## config.mk

```make
export PLATFORM = sky130hd
export DESIGN_NAME = dual_alarm_cmp
export DESIGN_NICKNAME = d
export VERILOG_FILES = /design/src/rtl/alarm_pkg.sv /design/src/rtl/alarm_match.sv /design/src/rtl/alarm_slot.sv /design/src/rtl/dual_alarm_cmp.sv
export SDC_FILE = /design/constraint.sdc
export NUM_CORES = 1
export LEC_CHECK = 0
export BUFFER_PORTS_ARGS = -buffer_cell sky130_fd_sc_hd__buf_2
export CAP_MARGIN = 20
export CORE_ASPECT_RATIO = 0.9
export CORE_MARGIN = 2
export CORE_UTILIZATION = 44
export DETAILED_ROUTE_END_ITERATION = 10
export PLACE_DENSITY = 0.83
export SETUP_SLACK_MARGIN = 0.3
export SLEW_MARGIN = 20
export SYNTH_ARGS = -nofsm -noshare
export SYNTH_HDL_FRONTEND = slang
export SYNTH_SLANG_ARGS = --single-unit
```

## constraint.sdc

```tcl
create_clock -name clk -period 3.9 [get_ports clk]
set_clock_uncertainty 0.15 [all_clocks]
set_input_delay 0.195 -clock clk [delete_from_list [all_inputs] [get_ports clk]]
set_output_delay 0.195 -clock clk [all_outputs]
set_load 0.01 [all_outputs]
```

## src/rtl/alarm_pkg.sv

```systemverilog
package alarm_pkg;

    localparam int NUM_FIELDS = 6;
    localparam int TIME_W     = 34;

    // Field order: seconds, minutes, hours, date, month, weekday.
    localparam int FLD_LO [NUM_FIELDS] = '{0, 7, 14, 20, 26, 31};
    localparam int FLD_W  [NUM_FIELDS] = '{7, 7, 6, 6, 5, 3};

    typedef enum logic [1:0] {
        ST_IDLE  = 2'd0,
        ST_LEVEL = 2'd1,
        ST_PULSE = 2'd2
    } slot_state_e;

endpackage

```

## src/rtl/alarm_match.sv

```systemverilog
module alarm_match
    import alarm_pkg::*;
(
    input  logic [TIME_W-1:0]     now_time,
    input  logic [TIME_W-1:0]     alm_time,
    input  logic [NUM_FIELDS-1:0] field_en,
    output logic                  hit
);

    logic [NUM_FIELDS-1:0] field_eq;

    // One equality comparator per field, sized from the package layout.
    for (genvar g = 0; g < NUM_FIELDS; g++) begin : g_field
        assign field_eq[g] = (now_time[FLD_LO[g] +: FLD_W[g]] ==
                              alm_time[FLD_LO[g] +: FLD_W[g]]);
    end

    // A masked-out field passes; an empty mask never hits.
    always_comb begin
        hit = (|field_en) && (&(field_eq | ~field_en));
    end

endmodule

```

## src/rtl/alarm_slot.sv

```systemverilog
module alarm_slot
    import alarm_pkg::*;
#(
    parameter int PULSE_CYCLES = 8
) (
    input  logic clk,
    input  logic rst_n,
    input  logic sec_tick,
    input  logic hit,
    input  logic pulse_mode,
    input  logic irq_en,
    input  logic clear,
    output logic flag,
    output logic irq_req
);

    localparam int CNT_W = (PULSE_CYCLES > 1) ? $clog2(PULSE_CYCLES) : 1;
    localparam logic [CNT_W-1:0] CNT_LOAD = CNT_W'(PULSE_CYCLES - 1);

    slot_state_e      state_q, state_d;
    logic [CNT_W-1:0] cnt_q, cnt_d;
    logic             fire;

    assign fire = sec_tick & hit;

    // Next-state logic
    always_comb begin
        state_d = state_q;
        cnt_d   = cnt_q;
        unique case (state_q)
            ST_IDLE: begin
                if (fire) begin
                    state_d = pulse_mode ? ST_PULSE : ST_LEVEL;
                    cnt_d   = CNT_LOAD;
                end
            end
            ST_LEVEL: begin
                if (fire) begin
                    state_d = pulse_mode ? ST_PULSE : ST_LEVEL;
                    cnt_d   = CNT_LOAD;
                end else if (clear) begin
                    state_d = ST_IDLE;
                end
            end
            ST_PULSE: begin
                if (fire) begin
                    state_d = pulse_mode ? ST_PULSE : ST_LEVEL;
                    cnt_d   = CNT_LOAD;
                end else if (cnt_q == '0) begin
                    state_d = ST_IDLE;
                end else begin
                    cnt_d = cnt_q - 1'b1;
                end
            end
            default: state_d = ST_IDLE;
        endcase
    end

    // State register
    always_ff @(posedge clk or negedge rst_n) begin
        if (!rst_n) begin
            state_q <= ST_IDLE;
            cnt_q   <= '0;
        end else begin
            state_q <= state_d;
            cnt_q   <= cnt_d;
        end
    end

    // Status flag: a match has priority over the clear strobe
    always_ff @(posedge clk or negedge rst_n) begin
        if (!rst_n) begin
            flag <= 1'b0;
        end else if (fire) begin
            flag <= 1'b1;
        end else if (clear) begin
            flag <= 1'b0;
        end
    end

    // Outputs
    always_comb begin
        irq_req = irq_en && (state_q != ST_IDLE);
    end

    a_r4_needs_tick: assert property (@(posedge clk) disable iff (!rst_n)
        !sec_tick |=> !$rose(flag))
        else $error("flag rose without a second tick");

    a_r5_flag_holds: assert property (@(posedge clk) disable iff (!rst_n)
        (flag && !clear) |=> flag)
        else $error("flag dropped without a clear");

    a_r5_clear_takes: assert property (@(posedge clk) disable iff (!rst_n)
        (clear && !sec_tick) |=> !flag)
        else $error("clear strobe did not drop the flag");

    a_r6_level_has_flag: assert property (@(posedge clk) disable iff (!rst_n)
        (state_q == ST_LEVEL) |-> flag)
        else $error("level state without a set flag");

    a_r6_level_stays: assert property (@(posedge clk) disable iff (!rst_n)
        (state_q == ST_LEVEL && !clear) |=> (state_q != ST_IDLE))
        else $error("level request dropped without a clear");

endmodule

```

## src/rtl/dual_alarm_cmp.sv

```systemverilog
module dual_alarm_cmp
    import alarm_pkg::*;
#(
    parameter int NUM_ALARMS   = 2,
    parameter int PULSE_CYCLES = 8
) (
    input  logic                             clk,
    input  logic                             rst_n,
    input  logic                             sec_tick,
    input  logic [TIME_W-1:0]                now_time,
    input  logic [NUM_ALARMS*TIME_W-1:0]     alm_time,
    input  logic [NUM_ALARMS*NUM_FIELDS-1:0] alm_field_en,
    input  logic [NUM_ALARMS-1:0]            alm_pulse_mode,
    input  logic [NUM_ALARMS-1:0]            alm_irq_en,
    input  logic [NUM_ALARMS-1:0]            alm_clear,
    output logic [NUM_ALARMS-1:0]            alm_flag,
    output logic                             irq_n
);

    logic [NUM_ALARMS-1:0] hit;
    logic [NUM_ALARMS-1:0] irq_req;

    for (genvar a = 0; a < NUM_ALARMS; a++) begin : g_alarm
        alarm_match u_match (
            .now_time (now_time),
            .alm_time (alm_time[a*TIME_W +: TIME_W]),
            .field_en (alm_field_en[a*NUM_FIELDS +: NUM_FIELDS]),
            .hit      (hit[a])
        );

        alarm_slot #(
            .PULSE_CYCLES (PULSE_CYCLES)
        ) u_slot (
            .clk        (clk),
            .rst_n      (rst_n),
            .sec_tick   (sec_tick),
            .hit        (hit[a]),
            .pulse_mode (alm_pulse_mode[a]),
            .irq_en     (alm_irq_en[a]),
            .clear      (alm_clear[a]),
            .flag       (alm_flag[a]),
            .irq_req    (irq_req[a])
        );

        a_r3_empty_mask: assert property (@(posedge clk) disable iff (!rst_n)
            (alm_field_en[a*NUM_FIELDS +: NUM_FIELDS] == '0 && !alm_flag[a])
            |=> !alm_flag[a])
            else $error("alarm with empty mask set its flag");

        a_r9_own_clear: assert property (@(posedge clk) disable iff (!rst_n)
            (alm_flag[a] && !alm_clear[a]) |=> alm_flag[a])
            else $error("flag lost without its own clear");
    end

    // Open-drain line: any enabled request drives it low
    always_comb begin
        irq_n = ~(|irq_req);
    end

    a_r10_released_after_reset: assert property (@(posedge clk) disable iff (!rst_n)
        ($past(!rst_n) && alm_irq_en == '0) |-> irq_n)
        else $error("interrupt driven right after reset");

endmodule

```

Yosys cells after proc, flatten, opt, wreduce, memory -nomap -nowiden
Cells that the tools add are included.
- register bits after elaboration: 12
- input bits: 123
- output and inout bits: 3
- logic and storage cells: 92
- add/sub/neg operators: 2
- equal/unequal tests: 26
- muxes and demuxes: 26
- bitwise operators: 7
- reductions and logical operators: 25
- operators by type and width (kind ; count):
    7-bit == test ; 4
    6-bit == test ; 4
    2-bit 2-to-1 mux ; 12
    3-bit 2-to-1 mux ; 6
    3-bit by 2-bit inequality test with 1-bit output, second input constant ; 4
    6-bit NOT ; 2
    6-bit bitwise OR ; 2
    2-bit one-hot mux with 3 select lines ; 2
    3-bit one-hot mux with 2 select lines ; 2
    3-bit AND reduction ; 4
    6-bit AND reduction ; 2
    2-bit nonzero test ; 6
    6-bit OR reduction ; 2
    5-bit == test ; 2
    2-bit by 1-bit inequality test with 1-bit output, second input constant ; 4
    3-bit == test ; 2
    3-bit zero test ; 2
    3-bit by 1-bit inequality test with 1-bit output, second input constant ; 2
    2-bit OR reduction ; 3
    3-bit by 1-bit subtractor with 3-bit output, second input constant ; 2
    2-bit by 1-bit == test with 1-bit output, second input constant ; 2
    2-bit == test, second input constant ; 2
    1-bit logical AND ; 4
    2-bit zero test ; 2
    other kinds (3) ; 7

Logic depth before layout (Yosys ltp)
Gate-level depths: netlist of run 1.
- depth in word-level cells: 7
- depth in mapped cells: 8
- depth with buffers taken out: 8

Cells and area by module
From an unflattened synthesis of run 1, not the netlist that was laid out.
- cell total of the unflattened synthesis: 193
- area, all modules: 1725.4 µm²
- modules (own cells, without submodules) (module ; times used ; cells each ; area each (µm²) ; sequential area each (µm²)):
    alarm_match ; 2 ; 50 ; 430.4 ; 0.0
    alarm_slot ; 2 ; 46 ; 430.4 ; 150.1
    dual_alarm_cmp ; 1 ; 1 ; 3.8 ; 0.0

Least setup slack after synthesis of run 1
No wires, ideal clock.
- path type: reg2reg
- from: register g_alarm[1].u_slot.cnt_q[0]
- to: register g_alarm[1].u_slot.cnt_q[2]
- setup time: 0.129 ns
- data arrival time: 1.633 ns
- required time: 3.621 ns
- slack: 1.988 ns
- stages on the path, launching flop included: 9
- path buffers: 0
- clock period less this slack: 1.912 ns
- cell sequence: dfrtp_1 -> inv_1 -> ha_1 -> nor2b_1 -> a2111oi_2 -> nand3_1 -> o21ai_0 -> a21oi_1 -> a2bb2oi_1
- longest elaborated chain between the ends: 4
- elaborated cells on any way between the ends: 7
- those cells by class: add/sub: 1; eq/ne: 1; mux: 3; reduce/logical: 2
- ends and longest elaborated chain (element ; RTL line ; source):
    start: declaration ; alarm_slot.sv:21 ; logic [CNT_W-1:0] cnt_q, cnt_d;
    start signal: assignment ; alarm_slot.sv:66 ; cnt_q <= cnt_d;
    3-bit by 1-bit subtractor with 3-bit output ; alarm_slot.sv:52 ; cnt_d = cnt_q - 1'b1;
    3-bit 2-to-1 mux ; alarm_slot.sv:49 ; end else if (cnt_q == '0) begin
    3-bit 2-to-1 mux ; alarm_slot.sv:46 ; if (fire) begin
    3-bit one-hot mux with 2 select lines ; alarm_slot.sv:30 ; unique case (state_q)
Parallel ways exist; a longest one is shown, timed or not. The select of a mux whose other input is x is not followed.
A chain may end at the register's enable or synchronous reset.

Final worst setup path of run 1
Same ends and word-level chain as after synthesis.

==> results of run 1 <==
-- critical path: stages (launching register included) --
cell       delay (ps)
dfrtp_1           360
inv_1              60
ha_1              180
nor2b_1           150
a2111oi_2         550
nand3_1           120
o21ai_0            90
a21oi_1            80
a2bb2oi_1         140
-- timing repair --
item	CTS	global route
buffers inserted	0	0
hold buffers	1	0
gates resized for setup	0	0
endpoints found under the hold margin	12	0
-- logic make-up (layout without fill, tap and decap cells) --
family,Yosys count,in the layout
multiplexers,2,2
buffers and inverters,18,145
AND/OR/NAND/NOR,48,48
AO/OA/AOI/OAI,36,36
flip-flops,12,12
adder cells (fa/ha/maj),12,12
XOR/XNOR,68,68
-- per-layer routing --
metal	vias to the layer above	routed length [µm]
met5	-	0
met2	82	2290
li1	951	-
met3	10	368
met4	0	70
met1	834	1830
-- per-stage QoR --
stage               hold slack, ps  cells  instance area (µm²)  power [mW]  setup slack, ps
floorplan                     -251    196                 1700       0.398             1990
global placement             -58.3    365                 2370       0.517             1830
detailed placement           -60.2    365                 2370       0.528             1780
CTS                           66.4    369                 2420       0.640             1870
global route                  72.7    369                 2420       0.696             1670
finish                        70.9    369                 2420       0.634             1870
-- sequential cells by signal (all words and copies together), names as in the netlist --
register                flops
g_alarm.u_slot.state_q      4
g_alarm.u_slot.cnt_q        6
g_alarm.u_slot.flag         2
-- worst max-delay path by stage --
stage / start / to / slack [ps] / depth (start not counted)
after global placement: now_time[3] / g_alarm[1].u_slot.state_q[0] / 1830 / 7
after detailed placement: now_time[25] / g_alarm[1].u_slot.state_q[0] / 1780 / 7
after floorplan: g_alarm[1].u_slot.cnt_q[0] / g_alarm[1].u_slot.cnt_q[2] / 1990 / 8
after global routing: g_alarm[1].u_slot.cnt_q[1] / g_alarm[1].u_slot.cnt_q[2] / 1670 / 8
after CTS: g_alarm[0].u_slot.cnt_q[0] / g_alarm[0].u_slot.cnt_q[2] / 1870 / 8
final: g_alarm[1].u_slot.cnt_q[0] / g_alarm[1].u_slot.cnt_q[2] / 1870 / 8
-- layout make-up --
| class | count | area, µm² | area share [%] |
|---|---|---|---|
| timing repair buffer | 126 | 636 | 26.3 |
| multi-input combinational | 166 | 1330 | 54.8 |
| tap | 46 | 57.6 | 2.38 |
| sequential | 12 | 300 | 12.4 |
| clock buffer | 3 | 41.3 | 1.71 |
| inverter | 16 | 60.1 | 2.48 |
-- cell usage in the layout (no fill, tap or decap), types with 3 or more instances in the layout --
master,count
a211oi_1,3
buf_2,125
nand4_1,10
a2bb2oi_1,3
nor2_1,10
nor2b_1,3
xnor2_1,41
inv_1,16
o41ai_1,4
a21oi_1,4
dfrtp_1,12
nand3_1,10
nand2_1,4
ha_1,12
clkbuf_8,3
xor2_1,27
o21ai_0,3
nor3_1,4
o31ai_1,6
-- power groups by stage --
stage	sequential, mW	combinational, mW	clock (mW)
2_1_floorplan	0.175	0.223	0
3_3_place_gp	0.180	0.338	0
3_5_place_dp	0.180	0.348	0
4_1_cts	0.179	0.350	0.111
5_1_grt	0.184	0.391	0.121
6_report	0.179	0.346	0.109
==> summary.md, run 1 <==
| Metric | Value |
|---|---|
| Worst R2R Setup Slack | `about 1900 ps` |
| CTS Buf Count | `3` |
| Wire per inst | `12.4 µm` |
| Clock network fraction of design power | `between 10% and 20%` |
| GPL Wtd Cong | `just under 0.8` |
| # diodes | `0` |
| CTS Buffer Depth | `2` |
| Synth Area in Compound Gates | `between 10% and 20%` |
| Row count | `21` |
| Antenna-violating nets left | `0` |
| Worst-path fanout max | `5` |
| Ys async rst share | `between 90% and 100%` |
| Hold Path Cell Cnt | `3` |
| Syn_area_per_cell | `8.68 µm²` |
| Die width | `approximately 70 µm` |
| YS warnings | `0` |
| Dominant synthesized flop cell | `dfrtp_1` |
| Initial Util | `roughly 46%` |
| Slew of the pin with the lowest slew margin | `between 500 and 600 ps` |
| CP endpoint kind | `register` |
| Net count, final | `460` |
| Worst Hold End | `g_alarm[1].u_slot.state_q[1]` |
| Vias in the first global route | `approximately 1900` |
| Cells after Synth | `~200` |
| WS Path Type | `reg -> reg` |
| Reg power frac | `approximately 28%` |
| Period utilization | `between 50% and 60%` |
| Sw Share | `around 38%` |
| Worst Reg-to-Reg Cells | `8` |
| Xor-xnor portion of the synthesized cell area | `35.0%` |
| Post-synthesis simple-gate area fraction | `between 15 and 20%` |
| Final core utilization | `65.3%` |
| Met3 GRT Util | `4.84%` |
| Power Density | `between 200 and 300 mW/mm²` |
| Area leader, netlist | `xnor2_1` |
| Largest family of logic cells by synthesized area | `XOR/XNOR gates` |
| Total GRT Usage | `around a fifth` |
| First-pass GRT wire length | `~7600 µm` |
| Yosys cell types | `37` |
| Critical Path RT | `a little under 4000 ps` |
| Die area | `approximately 0.0044 mm²` |
| Drt first pass iters | `4` |
| I/O pin count | `around 130` |
| P_int | `roughly 400 µW` |
| Synthesized flop and latch total | `12` |
| Most Used Layer, Global Route | `met2` |
| Grt ovf | `0` |
| Worst slew margin | `about 66%` |
| Initial drt markers | `26` |
| Ratio of cells with drive above 1 in the final layout | `41.5%` |
| Reported leakage power | `around 1.2 nW` |
| Top cells by area, synth | `xnor2_1 (21%), dfrtp_1 (18%), xor2_1 (14%)` |
| Vias | `~1900` |
| Worst setup SP type | `register` |
| Worst r2r src | `g_alarm[1].u_slot.cnt_q[0]` |
| Final hold violation count | `0` |
| F_max | `between 400 and 500 MHz` |
| Syn Nets | `~330` |
| Sw Pwr | `roughly 240 µW` |
| DIE HEIGHT | `63.0 µm` |
| Count leader, synth | `xnor2_1` |
| Worst R2R End | `g_alarm[1].u_slot.cnt_q[2]` |
| Final HPWL DP | `a little over 4000 µm` |
| Power share of the combinational group | `approximately 55%` |
| Port bufs | `between 100 and 150` |
| WP data arrival | `1980 ps` |
| Hold WC Path Type | `in -> reg` |
| Synth top cells by count | `xnor2_1 (41), xor2_1 (27), inv_1 (16)` |
| CTS Root Buffer Type | `clkbuf_8` |
| Routing usage on met1 | `between 20% and 30%` |
| CTS H-tree lvls | `1` |
| Worst hold start | `alm_pulse_mode[1]` |
| Mapped cell area | `between 0.0015 and 0.002 mm²` |
| DR vias/cell | `slightly above 5` |
| Minimum clock period | `around 2000 ps` |
| Unrepaired setup endpoints after global routing | `no` |
| Fill cells | `between 300 and 400` |
| Post-synth top area share | `a little over a fifth` |
| Layout area overhead | `42.3%` |
| Post-synthesis mux area share | `1.47%` |
| Reg clk slew, reported paths | `50 ps` |
| DRC | `0` |
| Clock latency on the worst-skew pair | `230 ps` |
| Setup violators final | `0` |
| Max cap viols | `0` |
| TNS Setup | `0 ps` |
| Sequential share of the synthesized area | `approximately 18%` |
| Post-Route WL | `4560 µm` |
| Met2 Use GR | `38.2%` |
| Post-Synth Adder-Cell Area | `~8.8%` |
| CORE AREA | `~0.0037 mm²` |
| Largest net degree at the start of global routing | `13` |
| Peak supply drop | `0.141 mV` |
| Slew Limit Fails | `0` |
| Number of synthesized flops with an enable pin | `0` |
| TritonCTS clock tree | `done` |
| Outcome | `finished, final reports clean` |
| Initial antenna violation count | `0` |
| Clock sinks | `12` |
No activity file was read; power rests on OpenSTA's default activity.
==> inputs of run 2 (changes only) <==
CORE_UTILIZATION = 37   (was 44)
PLACE_DENSITY = 0.74   (was 0.83)
clock period = 1.7 ns   (was 3.9 ns; I/O delays follow)
==> summary.md, run 2 (synthesis gave the netlist of run 1 again) <==
| Metric | Value |
|---|---|
| Outcome | `complete, but fails checks` |
| Failing checks | `setup timing` |
| Worst r2r src | `g_alarm[1].u_slot.state_q[0]` |
| Largest net degree at the start of global routing | `13 (unchanged)` |
| Drt first pass iters | `4 (unchanged)` |
| CTS Root Buffer Type | `clkbuf_8` |
| Worst setup SP type | `register` |
| Net count, final | `498 (+8.3%)` |
| Worst Setup SP | `g_alarm[1].u_slot.state_q[0]` |
| Peak supply drop | `0.423 mV (+200%)` |
| Worst path top cell family by delay | `compound AO/OA/AOI/OAI gates` |
| TritonCTS clock tree | `done` |
| WP depth | `7 (-1)` |
| Final cell count without fillers | `424 (+15%)` |
| Slew of the pin with the lowest slew margin | `386 ps (-124 ps)` |
| Worst R2R End | `g_alarm[1].u_slot.cnt_q[2]` |
| Initial drt markers | `78 (+200%)` |
| GPL Wtd Cong | `0.825 (+4.0%)` |
| Grt ovf | `0 (unchanged)` |
| # diodes | `0 (unchanged)` |
| Initial antenna violation count | `0 (unchanged)` |
| Reg clk slew, reported paths | `50 ps (about the same)` |
| CP endpoint kind | `register` |
| Max cap viols | `0 (unchanged)` |
| Layout area overhead | `78.7%` |
| Setup WS pre-CTS | `-211 ps (-1990 ps)` |
| Power Density | `661 mW/mm² (+150%)` |
| F_max | `575 MHz (+16%)` |
| WS Path Type | `reg -> reg` |
| Commonest cells after routing, fill and taps aside | `buf_2 (119), xnor2_1 (41), buf_4 (34)` |
| WP data arrival | `1720 ps (-260 ps)` |
| Worst Reg-to-Reg Cells | `7 (-1)` |
| Unrepaired setup endpoints after global routing | `yes` |
| Reported leakage power | `1.43 nW (+18%)` |
| Worst R2R Setup Slack | `-40 ps (-1910 ps)` |
| DR vias/cell | `4.75 (-6.5%)` |
| CORE AREA | `0.00443 mm² (+20%)` |
| Leading registers by flop count | `g_alarm.u_slot.cnt_q x6, g_alarm.u_slot.state_q x4, g_alarm.u_slot.flag x2` |
| Commonest non-fill, non-tap cell in the layout | `buf_2` |
| Largest reg by FF count | `g_alarm.u_slot.cnt_q` |
| CTS Buf Count | `3 (unchanged)` |
| Critical Path RT | `1680 ps (-2180 ps)` |
| Buf/Inv on CP | `1 (unchanged)` |
| Period utilization | `102% (+50 points)` |
| I/O pin count | `126 (unchanged)` |
| Max FFs per register | `6 (unchanged)` |
| Placed Instances | `414 (+13%)` |
| Die width | `75.5 µm (+8.5%)` |
| CTS H-tree lvls | `1 (unchanged)` |
| Minimum clock period | `1740 ps (-287 ps)` |
| CP Cell Sequence | `inv_2 > ha_4 > a2111oi_4 > nand3_1 > o21ai_1 > a21oi_1 > a2bb2oi_1` |
| Min Hold Slack | `8.80 ps (-62.1 ps)` |
| Slew Limit Fails | `0 (unchanged)` |
| Wire per inst | `12.7 µm (+2.8%)` |
| Post-Route WL | `5380 µm (+18%)` |
| Setup violators final | `7 (+7)` |
| Final hold violation count | `0 (unchanged)` |
| Final HPWL DP | `4620 µm (+12%)` |
| DIE HEIGHT | `68.3 µm (+8.5%)` |
| First-pass GRT wire length | `8160 µm (+6.9%)` |
| Vias in the first global route | `1952 (+3.1%)` |
| Ratio of cells with drive above 1 in the final layout | `59.9% (+18 points)` |
| Clock latency on the worst-skew pair | `240 ps (about the same)` |
| Slowest-stage cell, CP | `dfrtp_1` |
| Port bufs | `125 (unchanged)` |
| Die area | `0.00516 mm² (+18%)` |
| Antenna-violating nets left | `0 (unchanged)` |
| Finished Cell Area | `0.00304 mm² (+26%)` |
| Worst-path fanout max | `3 (-2)` |
| Fill cells | `384 (+14%)` |
| Hold Path Cell Cnt | `3 (unchanged)` |
| Max incr delay on CP | `400 ps (-150 ps)` |
| Initial Util | `38.4% (-7.5 points)` |
| Row count | `23 (+9.5%)` |
| Vias | `2016 (+7.4%)` |
| Clock sinks | `12 (unchanged)` |
| Placed cell areas | `0.00273 mm² (+15%)` |
| Hold WC Path Type | `in -> reg` |
| DRC | `0 (unchanged)` |
| Worst slew margin | `74.0% (+8.1 points)` |
| Worst hold start | `alm_clear[1]` |
| Total GRT Usage | `20.6% (-0.44 points)` |
| Worst Hold End | `g_alarm[1].u_slot.flag` |
| CTS Buffer Depth | `2 (unchanged)` |
| Setup slack after layout | `-38.9 ps (-1910 ps)` |
-- run 2: cell types whose count changed in the layout (fill, tap and decap cells not counted), sizes merged --
cell,change
clkbuf,+1
buf,+37
dlygate4sd3,+1
-- run 2: final cells by class --
cell class	count	area, µm²	share of cell area (%)
Multi-Input combinational cell	166	1570	51.6
Timing Repair Buffer	164	972	32.0
Sequential cell	12	304	10.0
Tap cell	62	77.6	2.55
Inverter	16	62.6	2.06
Clock buffer	4	55.1	1.81
-- run 2: timing repair --
item / in CTS / in global routing
endpoints found under the setup margin: 12 / 13
pin swaps: 18 / 14
hold endpoints to repair: 13 / 0
gates cloned: 0 / 0
resized for setup: 20 / 27
buffers inserted: 0 / 4
hold buffers: 2 / 0
-- run 2: worst max-delay path by stage --
| stage | end | slack (ps) |
|---|---|---|
| 2_1_floorplan | g_alarm[1].u_slot.cnt_q[2] | 2 |
| 6_report | g_alarm[1].u_slot.cnt_q[2] | -40 |
| 5_1_grt | g_alarm[1].u_slot.cnt_q[2] | -140 |
| 3_5_place_dp | g_alarm[0].u_slot.state_q[0] | -210 |
| 3_3_place_gp | g_alarm[0].u_slot.state_q[0] | -210 |
| 4_1_cts | g_alarm[1].u_slot.cnt_q[2] | -30 |
-- run 2: report_power, final --
part / switching, mW / total (mW) / internal, mW
Clock: 0.108 / 0.313 / 0.205
Sequential: 0.0783 / 0.434 / 0.355
Combinational: 0.558 / 1.26 / 0.704
-- run 2: worst register-to-register path, stage by stage, from the launching register on --
cell and delay (ps):
dfrtp_1 400, inv_2 90, ha_4 170, a2111oi_4 400
nand3_1 110, o21ai_1 90, a21oi_1 80, a2bb2oi_1 140
-- run 2: per-layer routing --
metal / global-route usage [%] / wire (µm) / up-vias
met3: 2.36 / 309 / 14
met1: 24.9 / 2240 / 904
met5: 0 / 0 / -
met2: 37.2 / 2720 / 70
met4: 7.89 / 122 / 0
li1: - / - / 1028
-- run 2: metrics by stage --
step	power, mW	TNS, ps	util [%]
after floorplan	0.995	0	-
after global placement	1.46	-1440	61.5
after detailed placement	1.50	-1550	61.5
after CTS	1.88	-128	65.2
after global routing	2.17	-842	68.6
final	2.01	-134	68.6
==> inputs of run 3 (changes only) <==
ABC_AREA = 1   (was unset)
CORE_UTILIZATION = 40   (was 37)
PLACE_DENSITY = 0.75   (was 0.74)
SYNTH_HIERARCHICAL = 1   (was unset)
==> summary.md, run 3 <==
| Metric | Value |
|---|---|
| Worst R2R Setup Slack | `270 ps (+310 ps)` |
| TritonCTS clock tree | `done` |
| CP endpoint kind | `register` |
| Layout area overhead | `50.6%` |
| Total GRT Usage | `20.4% (-0.17 points)` |
| # diodes | `0 (unchanged)` |
| DR vias/cell | `4.44 (-6.7%)` |
| DRC | `0 (unchanged)` |
| Area leader, netlist | `nand2_1` |
| CP Cell Sequence | `buf_2 > or2_0 > a21oi_2 > nand3_1 > nand2_1 > nand3_2 > nor2_4 > nand2_2 > nand2_2 > nand2_4 > o21ai_1 > nand2_1` |
| Slowest-stage cell, CP | `or2_0` |
| Row count | `24 (+4.3%)` |
| Number of synthesized flops with an enable pin | `0 (unchanged)` |
| Max incr delay on CP | `230 ps (-170 ps)` |
| Reg clk slew, reported paths | `60 ps (about the same)` |
| Port bufs | `125 (unchanged)` |
| CTS Buf Count | `3 (unchanged)` |
| Final hold violation count | `0 (unchanged)` |
| I/O pin count | `126 (unchanged)` |
| Ratio of cells with drive above 1 in the final layout | `36.6% (-23 points)` |
| Minimum clock period | `1450 ps (-290 ps)` |
| Leading registers by flop count | `g_alarm.u_slot/cnt_q x6, g_alarm.u_slot/state_q x4, g_alarm.u_slot/flag x2` |
| Worst slew margin | `79.7% (+5.6 points)` |
| First-pass GRT wire length | `9780 µm (+20%)` |
| Cells after Synth | `365 (+86%)` |
| Die area | `0.00582 mm² (+13%)` |
| Syn_area_per_cell | `5.73 µm² (-34%)` |
| Critical Path RT | `1690 ps (about the same)` |
| WS Path Type | `in -> reg` |
| CTS Root Buffer Type | `clkbuf_8` |
| Routing usage on met1 | `23.8% (-1.1 points)` |
| Fill cells | `439 (+14%)` |
| WP data arrival | `1440 ps (-280 ps)` |
| Most Used Layer, Global Route | `met2` |
| Clock latency on the worst-skew pair | `250 ps (about the same)` |
| Commonest non-fill, non-tap cell in the layout | `nand2_1` |
| Initial drt markers | `51 (-35%)` |
| Sequential share of the synthesized area | `14.4% (-3.3 points)` |
| DIE HEIGHT | `72.6 µm (+6.2%)` |
| Hold WC Path Type | `in -> reg` |
| YS warnings | `6 (+6)` |
| Period utilization | `85.3% (-17 points)` |
| Vias in the first global route | `2516 (+29%)` |
| F_max | `690 MHz (+20%)` |
| Setup violators final | `0 (-7)` |
| CORE AREA | `0.00495 mm² (+12%)` |
| Outcome | `finished, final reports clean` |
| Post-Route WL | `5790 µm (+7.6%)` |
| Syn Nets | `502 (+52%)` |
| Largest net degree at the start of global routing | `13 (unchanged)` |
| Worst-path fanout max | `5 (+2)` |
| Synthesized flop and latch total | `12 (unchanged)` |
| Yosys cell types | `17 (-54%)` |
| Final HPWL DP | `4750 µm (+2.8%)` |
| Initial antenna violation count | `0 (unchanged)` |
| Worst setup SP type | `primary input` |
| Clock sinks | `12 (unchanged)` |
| Buf/Inv on CP | `1 (unchanged)` |
| Slew of the pin with the lowest slew margin | `305 ps (-81.1 ps)` |
| Unrepaired setup endpoints after global routing | `yes` |
| Top cells by area, synth | `nand2_1 (22%), dfrtp_1 (14%), inv_1 (13%)` |
| Die width | `80.2 µm (+6.3%)` |
| Met3 GRT Util | `2.23% (-0.13 points)` |
| Synth top cells by count | `nand2_1 (120), inv_1 (72), nor2_1 (35)` |
| Max FFs per register | `6 (unchanged)` |
| Grt ovf | `0 (unchanged)` |
| Reported leakage power | `1.87 nW (+30%)` |
| Net count, final | `644 (+29%)` |
| Vias | `2533 (+26%)` |
| Drt first pass iters | `6 (+2)` |
| Power Density | `788 mW/mm² (+19%)` |
| Antenna-violating nets left | `0 (unchanged)` |
| Peak supply drop | `0.373 mV (-12%)` |
| Met2 Use GR | `40.0% (+2.8 points)` |
| Slew Limit Fails | `0 (unchanged)` |
| Count leader, synth | `nand2_1` |
| Max cap viols | `0 (unchanged)` |
| Dominant synthesized flop cell | `dfrtp_1` |
| Final core utilization | `63.6% (-5.0 points)` |
| CTS Buffer Depth | `2 (unchanged)` |
| Initial Util | `42.2% (+3.8 points)` |
| Mapped cell area | `0.00209 mm² (+23%)` |
| Commonest cells after routing, fill and taps aside | `nand2_1 (119), buf_2 (118), inv_1 (68)` |
| CTS H-tree lvls | `1 (unchanged)` |
| Wire per inst | `10.1 µm (-20%)` |
| GPL Wtd Cong | `0.784 (-5.0%)` |
| Ys async rst share | `100% (unchanged)` |
| Total power draw | `2.48 mW (+24%)` |
| Largest reg by FF count | `g_alarm.u_slot/cnt_q` |
| Post-synth top area share | `21.5% (+0.44 points)` |
| Worst path top cell family by delay | `simple AND/OR/NAND/NOR gates` |
-- run 3: changes by cell type after synthesis, moves of 10 or more --
cell,change
nand2_1,+116
inv_1,+56
nor2_1,+25
xnor2_1,-15
xor2_1,-15
nand3_1,+14
nand2_2,+12
nand4_1,-10
-- run 3: cells by family after synthesis --
kind of cell             share of synthesized area [%]
AO/OA/AOI/OAI                                     4.79
flip-flops                                        14.4
buffers and inverters                             13.3
AND/OR/NAND/NOR                                   43.3
adder cells (fa/ha/maj)                           8.38
XOR/XNOR                                          15.9
-- run 3: where the power goes --
group	internal, mW	switching [mW]	leakage (nW)
clock	0.206	0.125	0.0288
sequential	0.406	0.0999	0.148
combinational	0.718	0.928	1.69
total	1.33	1.15	1.87
-- run 3: worst reg2reg max path: stages (launching register included) --
cell and delay, ps:
dfrtp_1 410, inv_2 80, ha_4 170, inv_2 70, nand2_1 90, nand2_2 90
nand2_4 70, o21ai_1 120, nand2_1 60
-- run 3: layer usage --
layer  share of wire (%)  routed length, µm
met4                0.36                 21
met5                   0                  0
met3                 5.3                308
met2                  51               2970
met1                  43               2490
-- run 3: timing repair --
item | CTS | global route
pin swaps | 7 | 17
hold buffers | 5 | 0
setup endpoints to repair | 11 | 11
gates resized for setup | 23 | 30
hold endpoints to repair | 18 | 0
buffers inserted | 5 | 0
-- run 3: final timing paths --
path,start,to,cells past startpoint
min in group asynchronous,rst_n,g_alarm[0].u_slot/flag,2
worst max register to register,g_alarm[1].u_slot/state_q[0],g_alarm[1].u_slot/cnt_q[2],8
max in group asynchronous,rst_n,g_alarm[1].u_slot/cnt_q[0],2
worst min-delay path,sec_tick,g_alarm[0].u_slot/flag,3
worst min register to register,g_alarm[1].u_slot/cnt_q[1],g_alarm[1].u_slot/cnt_q[1],2
worst max-delay path,alm_time[59],g_alarm[1].u_slot/cnt_q[2],12
-- run 3: final cells by class --
cell class / count / area, µm² / area share [%]
Sequential cell: 12 / 300 / 9.54
Tap cell: 65 / 81.3 / 2.58
Clock buffer: 4 / 55.1 / 1.75
Timing Repair Buffer: 137 / 764 / 24.3
Inverter: 74 / 278 / 8.82
Multi-Input combinational cell: 279 / 1670 / 53.0
-- run 3: stage by stage --
stage	area (µm²)	hold WS [ps]	setup WS, ps	std cells	TNS, ps
2_1_floorplan	2100	-361	284	365	0
3_3_place_gp	2820	-164	-34.5	557	-87.2
3_5_place_dp	2820	-162	-67.8	557	-280
4_1_cts	3030	45.8	246	571	0
5_1_grt	3150	101	116	571	0
6_report	3150	66.1	251	571	0
